## src/rtl/spr_file.sv

```systemverilog
module spr_file #(
  parameter int          DW       = 32,
  parameter logic [31:0] VER_RST  = 32'h1200_0001,
  parameter logic [31:0] UPR_VAL  = 32'h0000_0619,
  parameter logic [31:0] CPU_CFG  = 32'h0000_0020,
  parameter logic [31:0] DMMU_CFG = 32'h0000_0018,
  parameter logic [31:0] IMMU_CFG = 32'h0000_0018
) (
  input  logic          clk,
  input  logic          rst_n,
  input  logic          wr_en,
  input  logic          rd_en,
  input  logic [15:0]   base_addr,
  input  logic [15:0]   imm_off,
  input  logic [DW-1:0] wr_data,
  input  logic [DW-1:0] old_dst,
  input  logic [DW-1:0] irq_lines,
  output logic [DW-1:0] rd_data,
  output logic          rd_valid,
  output logic [DW-1:0] sr_out,
  output logic          tlb_flush,
  output logic          irq_req
);
  localparam logic [15:0] A_VER = 16'd0,  A_UPR = 16'd1,  A_CCFG = 16'd2;
  localparam logic [15:0] A_DCFG = 16'd3, A_ICFG = 16'd4, A_NPC = 16'd16;
  localparam logic [15:0] A_SR = 16'd17,  A_PPC = 16'd18, A_EPC = 16'd32;
  localparam logic [15:0] A_EA = 16'd48,  A_ESR = 16'd64;
  localparam logic [15:0] A_MASK = 16'h4800, A_PEND = 16'h4802;
  localparam int SB_SM = 0, SB_DME = 5, SB_IME = 6, SB_FO = 15;
  localparam logic [DW-1:0] FO_BIT  = DW'(1) << SB_FO;
  localparam logic [DW-1:0] XL_BITS = (DW'(1) << SB_SM) | (DW'(1) << SB_DME) | (DW'(1) << SB_IME);
  localparam logic [DW-1:0] SR_RST  = FO_BIT | (DW'(1) << SB_SM);

  logic [15:0]   addr;
  logic [DW-1:0] ver, npc, sr, ppc, epc, ea, esr, mask, pend;
  logic [DW-1:0] rmux, clr;
  logic          hit;

  assign addr    = base_addr | imm_off;
  assign sr_out  = sr;
  assign irq_req = |(pend & mask);
  assign clr     = (wr_en && addr == A_PEND) ? wr_data : '0;

  always_comb begin
    hit  = 1'b1;
    rmux = old_dst;
    case (addr)
      A_VER:   rmux = ver;
      A_UPR:   rmux = DW'(UPR_VAL);
      A_CCFG:  rmux = DW'(CPU_CFG);
      A_DCFG:  rmux = DW'(DMMU_CFG);
      A_ICFG:  rmux = DW'(IMMU_CFG);
      A_NPC:   rmux = npc;
      A_SR:    rmux = sr;
      A_PPC:   rmux = ppc;
      A_EPC:   rmux = epc;
      A_EA:    rmux = ea;
      A_ESR:   rmux = esr;
      A_MASK:  rmux = mask;
      A_PEND:  rmux = pend;
      default: hit  = 1'b0;
    endcase
  end

  always_ff @(posedge clk) begin
    if (!rst_n) begin
      ver <= DW'(VER_RST);
      npc <= '0; ppc <= '0; epc <= '0; ea <= '0; esr <= '0;
      sr  <= SR_RST;
      mask <= '0;
      tlb_flush <= 1'b0;
    end else begin
      tlb_flush <= 1'b0;
      if (wr_en) begin
        case (addr)
          A_VER:  ver <= wr_data;
          A_NPC:  npc <= wr_data;
          A_PPC:  ppc <= wr_data;
          A_EPC:  epc <= wr_data;
          A_EA:   ea  <= wr_data;
          A_ESR:  esr <= wr_data;
          A_MASK: mask <= mask | wr_data;
          A_SR: begin
            sr <= wr_data | FO_BIT;
            tlb_flush <= |((sr ^ wr_data) & XL_BITS);
          end
          default: ;
        endcase
      end
    end
  end

  always_ff @(posedge clk) begin
    if (!rst_n) pend <= '0;
    else        pend <= (pend & ~clr) | irq_lines;
  end

  always_ff @(posedge clk) begin
    if (!rst_n) begin
      rd_data  <= '0;
      rd_valid <= 1'b0;
    end else begin
      rd_valid <= rd_en;
      if (rd_en) rd_data <= hit ? rmux : old_dst;
    end
  end

  p_sr_fixed_one_r3: assert property (@(posedge clk) disable iff (!rst_n)
    (wr_en && addr == A_SR) |=> (sr == ($past(wr_data) | FO_BIT)));

  p_flush_needs_write_r4: assert property (@(posedge clk) disable iff (!rst_n)
    tlb_flush |-> ($past(wr_en) && $past(addr) == A_SR));

  p_mask_never_clears_r5: assert property (@(posedge clk) disable iff (!rst_n)
    1'b1 |=> ((mask & $past(mask)) == $past(mask)));

  p_pend_cleared_r6: assert property (@(posedge clk) disable iff (!rst_n)
    (wr_en && addr == A_PEND) |=> ((pend & $past(wr_data) & ~$past(irq_lines)) == '0));

  p_unmapped_returns_old_r8: assert property (@(posedge clk) disable iff (!rst_n)
    (rd_en && !hit) |=> (rd_data == $past(old_dst)));

  p_read_latency_r9: assert property (@(posedge clk) disable iff (!rst_n)
    rd_en |=> rd_valid);
endmodule

```

## config.mk

```make
export PLATFORM = sky130hd
export DESIGN_NAME = spr_file
export DESIGN_NICKNAME = d
export VERILOG_FILES = /design/src/rtl/spr_file.sv
export SDC_FILE = /design/constraint.sdc
export NUM_CORES = 1
export LEC_CHECK = 0
export CAP_MARGIN = 20
export CORE_ASPECT_RATIO = 0.6
export CORE_UTILIZATION = 35
export CTS_CLUSTER_SIZE = 8
export DETAILED_ROUTE_END_ITERATION = 8
export GPL_ROUTABILITY_DRIVEN = 0
export PLACE_DENSITY = 0.67
export SETUP_SLACK_MARGIN = 0.05
export SKIP_LAST_GASP = 1
export SLEW_MARGIN = 20
export SYNTH_ARGS = -nofsm -noshare
export SYNTH_HDL_FRONTEND = slang
export SYNTH_SLANG_ARGS = --single-unit
```

## constraint.sdc

```tcl
create_clock -name clk -period 2.7 [get_ports clk]
set_input_delay 0.675 -clock clk [delete_from_list [all_inputs] [get_ports clk]]
set_output_delay 0.675 -clock clk [all_outputs]
set_load 0.01 [all_outputs]
```

==> impl.org <==
** Detailed routing
- Number of detailed-route iterations in the first pass :: 7
- For this block, the routed nets add up to 62300 um of wire.
- Residual DRC :: 0
- The final route contains 15261 vias.
- Using the TritonRoute via totals, the vias-per-cell ratio works out to 5.76.
- Routed wirelength normalized by instance count :: 23.5 um
- For this block, the initial DRC count from the detailed router was 2301.
- The detail route stage leaves a number of antenna-violating nets equal to 0.

** STA
- At the pin with the least slew margin, the transition time is 1.28 ns.
- For the final database, setup skew stands at 0.0184 ns.
- In the finished design, the share of the clock period the worst path needs comes to 104%.
- Total count of hold-check failures in the final report :: 0
- The routed design could run at a clock period as short as 2.81 ns.
- Unrepaired setup endpoints after global routing :: true
- Final hold analysis gives a worst-case slack of 0.448 ns.
- The worst pin sits at a relative slew slack of 14.6%.
- For the final routed database, the setup TNS stands at -0.113 ns.
- Timing would allow up to 356 MHz.
- Across all setup checks in the final design, the least slack found is -0.113 ns.
- # setup viols final :: 1
- The number of slew-limit violations in the final report was 0.

** Floorplan
- After floorplanning, the core was divided into 57 placement rows.
- The die covers 0.0425 mm^2.
- 199 I/O pins were placed.
- From left edge to right edge, the die measures 266 um.
- Total core area :: 0.0408 mm^2
- Effective utilization at floorplan :: 35.8%
- From bottom edge to top edge, the die measures 160 um.

** Power and ir drop
- For this design the static power due to leakage is 7.33 nW.
- Internal power comes to 0.00823 W.
- Net switching is 24.4% of the power.
- Total net switching power :: 0.00265 W
- Combinational fraction of design power :: 7.3%
- Sequential cells burn 44.8% of the power.
- Overall power after layout :: 0.0109 W
- Power spread over the standard cell area amounts to 523 mW/mm^2.
- The clock network burns 47.9% of the power.
- VDD sags by at most 0.000417 V.

** Critical path
- CP arrival :: 2.14 ns
- The critical path is of the register to primary output type.
- Largest fanout of any net on the critical path :: 2
- CP max stage cell :: sky130_fd_sc_hd__or4_4
- Grouping stages by cell kind, the critical path spends the most delay in simple AND/OR/NAND/NOR gates.
- The worst setup path is launched from a register.
- The critical path goes through a22o_1 -> a221oi_2 -> nand3_1 -> or4_4 -> buf_6.
- Crit. End Element :: primary output
- Max incr delay on CP :: 0.57 ns
- Required time reported for the critical path endpoint :: 2.03 ns
- Buf+Inv Stages, Crit Path :: 1

** Global route
- Largest net degree at the start of global routing :: 274
- Sum of overflow across all layers after global routing :: 0
- The first global-routing pass estimated 89100 um of wire.
- The via count of the first global-routing pass came to 14221.
- Across every metal layer, demand over resource in global routing totals 27.7%.
- Antenna violations before repair :: 2

** Clock tree
- The H-tree was split into 2 levels.
- TritonCTS built the clock tree.
- After clock tree synthesis, the clock-pin slew on the worst setup and hold paths is 0.06 ns.
- Count of clock tree sinks :: 321
- The tree is rooted in a sky130_fd_sc_hd__clkbuf_16.
- At the later pin of the worst-skew pair, clock insertion delay measures 0.58 ns.
- Total of hold buffers inserted after clock tree synthesis :: 0
- TritonCTS created 46 clock buffers.
- No sink is reached through more buffers than the 3 on the longest clock path.

** Place
- Count of placed standard cells including taps :: 2542
- Buffers on Ports :: 197
- Sum of net half-perimeters after detailed placement :: 41700 um
- After detailed placement, the total cell area comes to 0.0182 mm^2.

** Logic synthesis
- Number of enable-type register cells in the synthesized netlist :: 0
- Fraction of the yosys area taken by sequential cells :: 44.0%
- Fraction of synthesis flops using an asynchronous set or reset pin :: 0%
- Yosys printed 0 warnings.
- Summing every instance area after synthesis gives 0.0146 mm^2.
- After synthesis the netlist holds a flip-flop and latch count of 321.
- A synthesized cell averages 8.28 um^2.
- Number of instances in the synthesized netlist :: 1762
- The most used flip-flop cell after synthesis is sky130_fd_sc_hd__dfxtp_1.
- sky130_fd_sc_hd__nand2_1 is the most common cell in the netlist.
- Commonest cells in the synthesized netlist :: 499 x sky130_fd_sc_hd__nand2_1, 321 x sky130_fd_sc_hd__dfxtp_1, 196 x sky130_fd_sc_hd__a21boi_1
- In this run, distinct cell masters in the synthesized netlist total 59.
- Area share of the leading cell type in the synthesized netlist :: 44.0%
- The number of nets handed over by synthesis was 1894.
- The largest total area in the synthesized netlist belongs to sky130_fd_sc_hd__dfxtp_1.
- Leading post-synthesis cells by cell area :: sky130_fd_sc_hd__dfxtp_1 44%, sky130_fd_sc_hd__nand2_1 13%, sky130_fd_sc_hd__a21boi_1 10%, sky130_fd_sc_hd__a21oi_1 3.1%, sky130_fd_sc_hd__nor2b_1 2.8%

** Finish
- After routing the design area is 0.0208 mm^2.
- Post-Layout Cell Count :: 2648
- Area Growth Syn to Fin :: 42.4%
- Fin nets :: 2216
- Share of cells above drive strength 1 :: 20.2%

** Status
- Violated checks :: negative setup slack
- Run status :: finished with violations

** Hold path
- The tightest min-delay check is of the register to register type.

** Run
- Max-cap violations in this run came to 0.
layer usage:
metal	part of all wire [%]	vias up	GRT usage, %
li1	-	6795	-
met1	42	7297	39.7
met2	40	1018	39.1
met3	14	151	9.27
met4	2.9	0	7.60
met5	0	-	0
tightest hold or removal path, cell delays in order, from the launching register on:
cell                       delay (ns)
sky130_fd_sc_hd__dfxtp_1         0.30
sky130_fd_sc_hd__nand2_1         0.05
sky130_fd_sc_hd__a21boi_1        0.05
layout make-up:
| type | instances | area [um^2] |
|---|---|---|
| Multi-Input combinational cell | 1262 | 7840 |
| Timing Repair Buffer | 453 | 4590 |
| Antenna cell | 1 | 2.50 |
| Clock inverter | 4 | 67.6 |
| Clock buffer | 47 | 1150 |
| Fill cell | 3723 | 20000 |
| Sequential cell | 321 | 6430 |
| Tap cell | 560 | 701 |
power groups by stage:
stage | clock network, W | logic [W] | registers [W]
finish | 0.00522 | 0.000794 | 0.00487
detailed placement | 0 | 0.000754 | 0.00496
global route | 0.00544 | 0.000824 | 0.00487
floorplan | 0 | 0.000284 | 0.00495
global placement | 0 | 0.000748 | 0.00496
CTS | 0.00523 | 0.000764 | 0.00487
stage by stage:
stage                     setup WS (ns)  util [%]
after floorplan                  0.0403         -
after global placement            -1.27      44.7
after detailed placement          -1.25      44.7
after CTS                        -0.101      49.6
after global routing             -0.153      51.0
final                            -0.113      51.0
registers in the layout (all words and copies together), names as in the netlist:
signal and flops:
tlb_flush 1, pend 32, esr 32, rd_valid 1, rd_data 32, mask 32, ea 32, npc 32
ppc 32, sr_out 31, epc 32, ver 32
layout by cell type (no fill, tap or decap), types with 10 or more instances in the layout:
cell type                         Yosys  final
sky130_fd_sc_hd__nand2_1            499    492
sky130_fd_sc_hd__dfxtp_1            321    317
sky130_fd_sc_hd__a21boi_1           196    192
sky130_fd_sc_hd__buf_4               26    178
sky130_fd_sc_hd__clkdlybuf4s50_1      0    168
sky130_fd_sc_hd__a21oi_1             89     83
sky130_fd_sc_hd__nor2b_1             65     64
sky130_fd_sc_hd__clkbuf_16            0     50
sky130_fd_sc_hd__a22oi_1             42     42
sky130_fd_sc_hd__buf_6                7     39
sky130_fd_sc_hd__nand3_1             38     37
sky130_fd_sc_hd__a22o_1              38     36
sky130_fd_sc_hd__buf_12               0     30
sky130_fd_sc_hd__a32oi_1             27     25
sky130_fd_sc_hd__o21ai_1             19     25
sky130_fd_sc_hd__a21boi_0            24     19
sky130_fd_sc_hd__a222oi_1            19     19
sky130_fd_sc_hd__o21ai_0             24     16
sky130_fd_sc_hd__dlygate4sd2_1        0     15
sky130_fd_sc_hd__dlymetal6s2s_1       0     12
sky130_fd_sc_hd__and3_4               0     10
sky130_fd_sc_hd__nor3_1              20     10
final timing paths:
kind	to	start	slack, ns	cells past startpoint
worst max register to register	rd_data[30]	ver[30]	0.76	7
worst min-delay path	epc[13]	epc[13]	0.45	2
worst min register to register	epc[13]	epc[13]	0.45	2
worst max-delay path	irq_req	mask[18]	-0.11	5
cell families after synthesis:
group / count (synthesis) / synth area share [%]
XOR/XNOR: 4 / 0.240
flip-flops: 321 / 44.0
AND/OR/NAND/NOR: 719 / 22.6
other: 1 / 0.0257
buffers and inverters: 179 / 5.99
AO/OA/AOI/OAI: 525 / 26.0
multiplexers: 13 / 1.09
timing repair:
item,CTS,global route
gates cloned,10,6
gates resized for setup,119,97
buffers inserted,25,18
pin swaps,33,42
endpoints found under the setup margin,286,282
Power figures use the tool's default switching activity.
